--- src/rtl/rob_pkg.sv ---
package rob_pkg;
    localparam int ROB_DEPTH = 8;
    localparam int TAG_W     = $clog2(ROB_DEPTH);
    localparam int CNT_W     = $clog2(ROB_DEPTH + 1);
    localparam int NUM_REGS  = 32;
    localparam int REG_W     = $clog2(NUM_REGS);
    localparam int DATA_W    = 32;
    localparam int ADDR_W    = 32;
    localparam int NUM_SRC   = 2;

    typedef enum logic [1:0] {
        KIND_REG    = 2'd0,
        KIND_STORE  = 2'd1,
        KIND_BRANCH = 2'd2
    } kind_e;

    // addr holds the store address for stores and the target for branches
    typedef struct packed {
        logic              busy;
        kind_e             kind;
        logic [REG_W-1:0]  dest;
        logic [DATA_W-1:0] value;
        logic              done;
        logic [ADDR_W-1:0] addr;
        logic              mispred;
    } slot_t;

    function automatic logic [TAG_W-1:0] ptr_inc(input logic [TAG_W-1:0] p);
        return (p == TAG_W'(ROB_DEPTH - 1)) ? '0 : p + 1'b1;
    endfunction
endpackage

--- src/rtl/rob_ptrs.sv ---
module rob_ptrs
    import rob_pkg::*;
(
    input  logic             clk,
    input  logic             rst,
    input  logic             push,
    input  logic             pop,
    input  logic             clear,
    output logic [TAG_W-1:0] head,
    output logic [TAG_W-1:0] tail,
    output logic [CNT_W-1:0] count,
    output logic             full,
    output logic             empty
);
    assign full  = (count == CNT_W'(ROB_DEPTH));
    assign empty = (count == '0);

    always_ff @(posedge clk) begin
        if (rst || clear) begin
            head  <= '0;
            tail  <= '0;
            count <= '0;
        end else begin
            if (push) tail <= ptr_inc(tail);
            if (pop)  head <= ptr_inc(head);
            count <= count + {{(CNT_W-1){1'b0}}, push} - {{(CNT_W-1){1'b0}}, pop};
        end
    end


    count_bound_chk: assert property (@(posedge clk) disable iff (rst)
        count <= CNT_W'(ROB_DEPTH));


    no_overflow_chk: assert property (@(posedge clk) disable iff (rst)
        push |-> !full);


    no_underflow_chk: assert property (@(posedge clk) disable iff (rst)
        pop |-> !empty);
endmodule

--- src/rtl/rob_regmap.sv ---
module rob_regmap
    import rob_pkg::*;
(
    input  logic             clk,
    input  logic             rst,
    input  logic             clear,
    input  logic             set_en,
    input  logic [REG_W-1:0] set_reg,
    input  logic [TAG_W-1:0] set_tag,
    input  logic             clr_en,
    input  logic [REG_W-1:0] clr_reg,
    input  logic [TAG_W-1:0] clr_tag,
    output logic [NUM_REGS-1:0] map_valid,
    output logic [TAG_W-1:0] map_tag [NUM_REGS]
);
    for (genvar g = 0; g < NUM_REGS; g++) begin : g_reg
        always_ff @(posedge clk) begin
            if (rst || clear) begin
                map_valid[g] <= 1'b0;
                map_tag[g]   <= '0;
            end else if (set_en && set_reg == REG_W'(g)) begin
                map_valid[g] <= 1'b1;
                map_tag[g]   <= set_tag;
            end else if (clr_en && clr_reg == REG_W'(g) && map_tag[g] == clr_tag) begin
                map_valid[g] <= 1'b0;
            end
        end
    end


    map_flush_chk: assert property (@(posedge clk) disable iff (rst)
        clear |=> (map_valid == '0));


    map_keep_chk: assert property (@(posedge clk) disable iff (rst)
        (clr_en && !clear && !set_en && map_tag[clr_reg] != clr_tag)
        |=> map_valid[$past(clr_reg)] == $past(map_valid[clr_reg]));
endmodule

--- src/rtl/rob_lookup.sv ---
module rob_lookup
    import rob_pkg::*;
(
    input  logic [REG_W-1:0]    reg_idx,
    input  logic [NUM_REGS-1:0] map_valid,
    input  logic [TAG_W-1:0]    map_tag [NUM_REGS],
    input  logic [ROB_DEPTH-1:0] done_vec,
    input  logic [DATA_W-1:0]   val_arr [ROB_DEPTH],
    output logic                pending,
    output logic                ready,
    output logic [TAG_W-1:0]    tag,
    output logic [DATA_W-1:0]   value
);
    always_comb begin
        pending = map_valid[reg_idx];
        tag     = map_tag[reg_idx];
        ready   = pending && done_vec[tag];
        value   = val_arr[tag];
    end
endmodule

--- src/rtl/rob_top.sv ---
module rob_top
    import rob_pkg::*;
(
    input  logic                      clk,
    input  logic                      rst,
    input  logic                      rs_free,
    input  logic                      alloc_valid,
    input  logic [1:0]                alloc_kind,
    input  logic [REG_W-1:0]          alloc_dest,
    output logic                      alloc_ready,
    output logic [TAG_W-1:0]          alloc_tag,
    input  logic                      cdb_valid,
    input  logic [TAG_W-1:0]          cdb_tag,
    input  logic [DATA_W-1:0]         cdb_value,
    input  logic [ADDR_W-1:0]         cdb_addr,
    input  logic                      cdb_mispred,
    input  logic [NUM_SRC*REG_W-1:0]  src_reg,
    output logic [NUM_SRC-1:0]        src_pending,
    output logic [NUM_SRC-1:0]        src_ready,
    output logic [NUM_SRC*TAG_W-1:0]  src_tag,
    output logic [NUM_SRC*DATA_W-1:0] src_value,
    output logic                      rf_we,
    output logic [REG_W-1:0]          rf_addr,
    output logic [DATA_W-1:0]         rf_data,
    output logic                      mem_we,
    output logic [ADDR_W-1:0]         mem_addr,
    output logic [DATA_W-1:0]         mem_data,
    output logic                      flush,
    output logic [ADDR_W-1:0]         flush_pc
);
    slot_t             slots [ROB_DEPTH];
    slot_t             hd;
    logic [TAG_W-1:0]  head, tail;
    logic [CNT_W-1:0]  count;
    logic              full, empty;
    logic              alloc_fire, retire;
    kind_e             new_kind;
    logic [ROB_DEPTH-1:0] done_vec;
    logic [DATA_W-1:0] val_arr [ROB_DEPTH];
    logic [NUM_REGS-1:0] map_valid;
    logic [TAG_W-1:0]  map_tag [NUM_REGS];

    assign new_kind    = kind_e'(alloc_kind);
    assign hd          = slots[head];
    assign retire      = hd.busy && hd.done;
    assign flush       = retire && hd.kind == KIND_BRANCH && hd.mispred;
    assign flush_pc    = hd.addr;
    assign rf_we       = retire && hd.kind == KIND_REG;
    assign rf_addr     = hd.dest;
    assign rf_data     = hd.value;
    assign mem_we      = retire && hd.kind == KIND_STORE;
    assign mem_addr    = hd.addr;
    assign mem_data    = hd.value;
    assign alloc_ready = rs_free && !full && !flush;
    assign alloc_fire  = alloc_valid && alloc_ready;
    assign alloc_tag   = tail;

    rob_ptrs u_ptrs (
        .clk(clk), .rst(rst), .push(alloc_fire), .pop(retire), .clear(flush),
        .head(head), .tail(tail), .count(count), .full(full), .empty(empty)
    );

    rob_regmap u_map (
        .clk(clk), .rst(rst), .clear(flush),
        .set_en(alloc_fire && new_kind == KIND_REG), .set_reg(alloc_dest), .set_tag(tail),
        .clr_en(rf_we), .clr_reg(hd.dest), .clr_tag(head),
        .map_valid(map_valid), .map_tag(map_tag)
    );

    for (genvar g = 0; g < ROB_DEPTH; g++) begin : g_slot
        always_ff @(posedge clk) begin
            if (rst || flush) begin
                slots[g] <= '0;
            end else if (alloc_fire && tail == TAG_W'(g)) begin
                slots[g].busy    <= 1'b1;
                slots[g].kind    <= new_kind;
                slots[g].dest    <= alloc_dest;
                slots[g].value   <= '0;
                slots[g].done    <= 1'b0;
                slots[g].addr    <= '0;
                slots[g].mispred <= 1'b0;
            end else begin
                if (cdb_valid && cdb_tag == TAG_W'(g) && slots[g].busy) begin
                    slots[g].value   <= cdb_value;
                    slots[g].addr    <= cdb_addr;
                    slots[g].mispred <= cdb_mispred;
                    slots[g].done    <= 1'b1;
                end
                if (retire && head == TAG_W'(g)) slots[g].busy <= 1'b0;
            end
        end
        assign done_vec[g] = slots[g].done;
        assign val_arr[g]  = slots[g].value;
    end

    for (genvar s = 0; s < NUM_SRC; s++) begin : g_src
        rob_lookup u_lk (
            .reg_idx(src_reg[s*REG_W +: REG_W]),
            .map_valid(map_valid), .map_tag(map_tag),
            .done_vec(done_vec), .val_arr(val_arr),
            .pending(src_pending[s]), .ready(src_ready[s]),
            .tag(src_tag[s*TAG_W +: TAG_W]), .value(src_value[s*DATA_W +: DATA_W])
        );
    end


    done_set_chk: assert property (@(posedge clk) disable iff (rst)
        (cdb_valid && slots[cdb_tag].busy && !flush) |=> slots[$past(cdb_tag)].done);


    flush_empty_chk: assert property (@(posedge clk) disable iff (rst)
        flush |=> (empty && !rf_we && !mem_we));


    tag_seq_chk: assert property (@(posedge clk) disable iff (rst)
        alloc_fire |=> alloc_tag == ptr_inc($past(alloc_tag)));


    head_step_chk: assert property (@(posedge clk) disable iff (rst)
        (retire && !flush) |=> head == ptr_inc($past(head)));


    store_no_rf_chk: assert property (@(posedge clk) disable iff (rst)
        mem_we |-> !rf_we);
endmodule

--- config.mk ---
export PLATFORM = sky130hd
export DESIGN_NAME = rob_top
export DESIGN_NICKNAME = d
export VERILOG_FILES = /design/src/rtl/rob_pkg.sv /design/src/rtl/rob_ptrs.sv /design/src/rtl/rob_regmap.sv /design/src/rtl/rob_lookup.sv /design/src/rtl/rob_top.sv
export SDC_FILE = /design/constraint.sdc
export NUM_CORES = 2
export LEC_CHECK = 0
export ABC_CLOCK_PERIOD_IN_PS = 4840
export BUFFER_PORTS_ARGS = -buffer_cell sky130_fd_sc_hd__buf_2
export CORE_MARGIN = 3
export CORE_UTILIZATION = 60
export CTS_BUF_LIST = sky130_fd_sc_hd__clkbuf_2
export DETAILED_ROUTE_END_ITERATION = 12
export PLACE_DENSITY = 0.8
export SLEW_MARGIN = 20
export SYNTH_ARGS = -nofsm -noshare
export SYNTH_HDL_FRONTEND = slang
export SYNTH_SLANG_ARGS = --single-unit
--- constraint.sdc ---
create_clock -name clk -period 4.84 [get_ports clk]
set_clock_uncertainty 0.2 [all_clocks]
set_input_delay 0.242 -clock clk [delete_from_list [all_inputs] [get_ports clk]]
set_output_delay 0.242 -clock clk [all_outputs]
set_load 0.05 [all_outputs]
==> results.py <==
metrics = {
    "clock_network": {
        "htreeDepth": 4,
        "cts.sinks": 733,
        "clk_latency_ns": 1.37,
        "cts_buffers": 181,
        "cts_tree": "yes",
        "cts-root-buf": "clkbuf_2",
        "clockBufferDepth": 3,
        "clkTransAtPathRegs_ns": 0.12,
    },
    "grt": {
        "grt_busiest_layer": "met2",
        "grt_max_degree": 134,
        "antenna_found_initial": 8,
        "grt_pass1_wl_um": 176300,
        "grtUsageMet2_pct": 54.34,
        "grt_util_all_layers_pct": 32.83,
        "met3_usage_pct": 7.056,
        "grtUsageMet1_pct": 41.20,
        "overflow": 0,
        "grt_pass1_vias": 30190,
    },
    "synth": {
        "syn_inst": 3200,
        "syn_area_mm2": 0.04093,
        "synth-xor-area-share_pct": 2.118,
        "synth_top_family_by_area": "multiplexers",
        "yosysSeqAreaShare_pct": 50.32,
        "yosysTopAreaCellShare_pct": 43.43,
        "synthAdderAreaFrac_pct": 0.5685,
        "synth_edf_count": 592,
        "synth_area_leaders": "edfxtp_1 43%, mux2i_1 12%, mux4_2 12%, and2_1 8.6%, dfxtp_1 6.9%",
        "ys_types": 59,
        "synth_area_per_cell_um2": 12.79,
        "yosys_register_bits": 733,
        "synth_ff_type": "edfxtp_1",
        "synth-simple-area-share_pct": 14.41,
        "yosys.area.top_type": "edfxtp_1",
        "synth-compound-area-share_pct": 1.889,
        "postSynthNetCount": 3308,
        "synth.area.mux_share_pct": 26.16,
        "async_flop_share_pct": 0,
        "yosys_warnings": 0,
    },
    "floorplanning": {
        "dieHeight_um": 267.2,
        "die_area_mm2": 0.07139,
        "row_count": 95,
        "io_pins": 304,
        "core_mm2": 0.06740,
        "die_x_um": 267.2,
        "initial_core_util_pct": 60.74,
    },
    "sta": {
        "timing.fmax_mhz": 215.3,
        "min_period_over_period_pct": 95.95,
        "worst_slew_pin_slew_ns": 1.122,
        "relSlewSlack_pct": 25.19,
        "setup-tns-final_ns": 0,
        "hold_violations": 0,
        "fin_crit_ns": 4.644,
        "finalMaxSlewViolations": 0,
        "finalSetupViolations": 0,
        "timing.hold.ws_ns": 0.1564,
    },
    "cells_and_area": {
        "fill_cells": 4676,
        "fin_util_pct": 69.29,
        "finalNonFillerCells": 4646,
        "syn2layout_area_growth_pct": 14.08,
        "layout_common_cells": "592 x edfxtp_1, 565 x and2_1, 497 x mux2i_1, 303 x buf_2, 264 x clkbuf_2",
        "stdcell_area_mm2": 0.04670,
        "drive_gt1_share_pct": 26.57,
        "layout.nets": 3745,
        "mostFrequentLayoutCell": "edfxtp_1",
    },
    "detailed_routing": {
        "via_per_inst": 6.312,
        "dr.pass1.iters": 7,
        "wire_per_inst_um": 25.69,
        "ant_nets": 0,
        "via_count": 29330,
        "drcViolationCount": 0,
        "wirelength_um": 119400,
        "drt_iter0_drc": 3404,
    },
    "power_and_ir_drop": {
        "power_leakage_nw": 19.84,
        "powerDensity_mw_per_mm2": 334.5,
        "peakVddDrop_uv": 240.7,
    },
    "worst_setup_path": {
        "worstSetupStartpointType": "flop",
        "critical_path_class": "flop to output pin",
        "crit_fanout": 42,
        "worstPathRequired_ns": 4.40,
        "end_kind": "output pin",
        "crit_arrival_ns": 4.20,
    },
    "run": {
        "cap_violations": 0,
    },
    "run_status": {
        "status": "finished clean",
    },
    "place": {
        "numPortBuffers": 303,
        "placed_cell_area_mm2": 0.04290,
        "place.gp.congestion": 0.9353,
        "dpl.hpwl_um": 69970,
        "placed_cells": 4141,
    },
    "worst_hold_path": {
        "hold_class": "input pin to flop",
    },
}
power breakdown:
group / switching (mW) / internal, mW / total, mW
clock: 2.56 / 1.82 / 4.39
sequential: 0.217 / 7.13 / 7.34
combinational: 2.67 / 1.22 / 3.89
cell type report:
cell class	instances	area, µm²	share of cell area (%)
Sequential cell	733	20620	44.16
Multi-Input combinational cell	2100	18660	39.95
Timing Repair Buffer	566	4387	9.394
Clock buffer	264	1321	2.829
Tap cell	873	1092	2.339
Clock inverter	49	390.4	0.8360
Inverter	55	211.5	0.4528
Antenna cell	6	15.01	0.03215
per-stage QoR:
step	setup slack [ns]	total power [mW]
CTS	0.01319	15.57
detailed placement	0.7976	11.16
floorplan	0.5211	10.28
global route	-0.02859	16.17
finish	0.1963	15.62
global placement	0.8470	11.07
logic make-up (layout without fill, tap and decap cells):
| family | Yosys count | after routing |
|---|---|---|
| buffers and inverters | 367 | 934 |
| DFF | 733 | 733 |
| muxes | 789 | 789 |
| other | 0 | 6 |
| AOI/OAI and AO/OA | 114 | 114 |
| adders and majority gates | 18 | 18 |
| xor gates and xnor gates | 99 | 99 |
| and+or+nand+nor | 1080 | 1080 |
cell usage after synthesis (all sizes together), types with 15 or more instances:
master / n
inv: 54
mux4: 217
o21ai: 35
a21oi: 38
or3: 15
dfxtp: 141
mux2i: 498
edfxtp: 592
ha: 17
nor2: 145
nand3: 22
nand2: 249
buf: 203
nand4: 37
mux2: 74
xnor2: 97
clkbuf: 109
and2: 565
layer usage:
metal / part of all wire [%] / routed length [µm] / up-vias
li1: - / - / 12530
met1: 37 / 43610 / 14520
met2: 49 / 58110 / 1863
met3: 10 / 12210 / 411
met4: 4.5 / 5410 / 4
met5: 0.023 / 28 / -
state kept, by name (all words and copies together), names as in the netlist, named ones only:
| register | flops |
|---|---|
| u_map.map_tag | 96 |
| slots | 592 |
| u_ptrs.head | 3 |
| u_ptrs.count | 4 |
| u_ptrs.tail | 3 |
| u_map.map_valid | 32 |
worst paths after layout:
| kind | slack [ns] | end | cells after the start | start |
|---|---|---|---|---|
| setup / recovery | 0.20 | src_value[41] | 10 | u_map.map_tag[67]$_SDFFE_PP0P_ |
| hold / removal | 0.16 | u_ptrs.count[0]$_SDFF_PP0_ | 5 | rst |
| setup reg to reg | 0.41 | slots[4][28]$_SDFFCE_PN0P_ | 10 | flop |
| hold reg to reg | 0.30 | u_map.map_valid[22]$_SDFFE_PP0P_ | 2 | u_map.map_valid[22]$_SDFFE_PP0P_ |
worst max-delay path, stage by stage, from the launching register on:
cell and delay, ns:
dfxtp_1 0.39, mux4_2 0.47, mux2i_1 0.25, a22oi_1 0.15, o211ai_1 0.19, buf_12 0.23, buf_16 0.31, mux2i_1 0.24
mux2i_1 0.10, mux2_2 0.27, buf_2 0.21
what timing repair did:
item,4_1_cts,5_1_grt
endpoints found under the hold margin,1325,0
gates resized for setup,7,8
hold buffers,178,0
endpoints found under the setup margin,64,38
pin swaps,2,0
setup buffers,2,0
gates cloned,2,4
(Power assumes the default switching activity.)
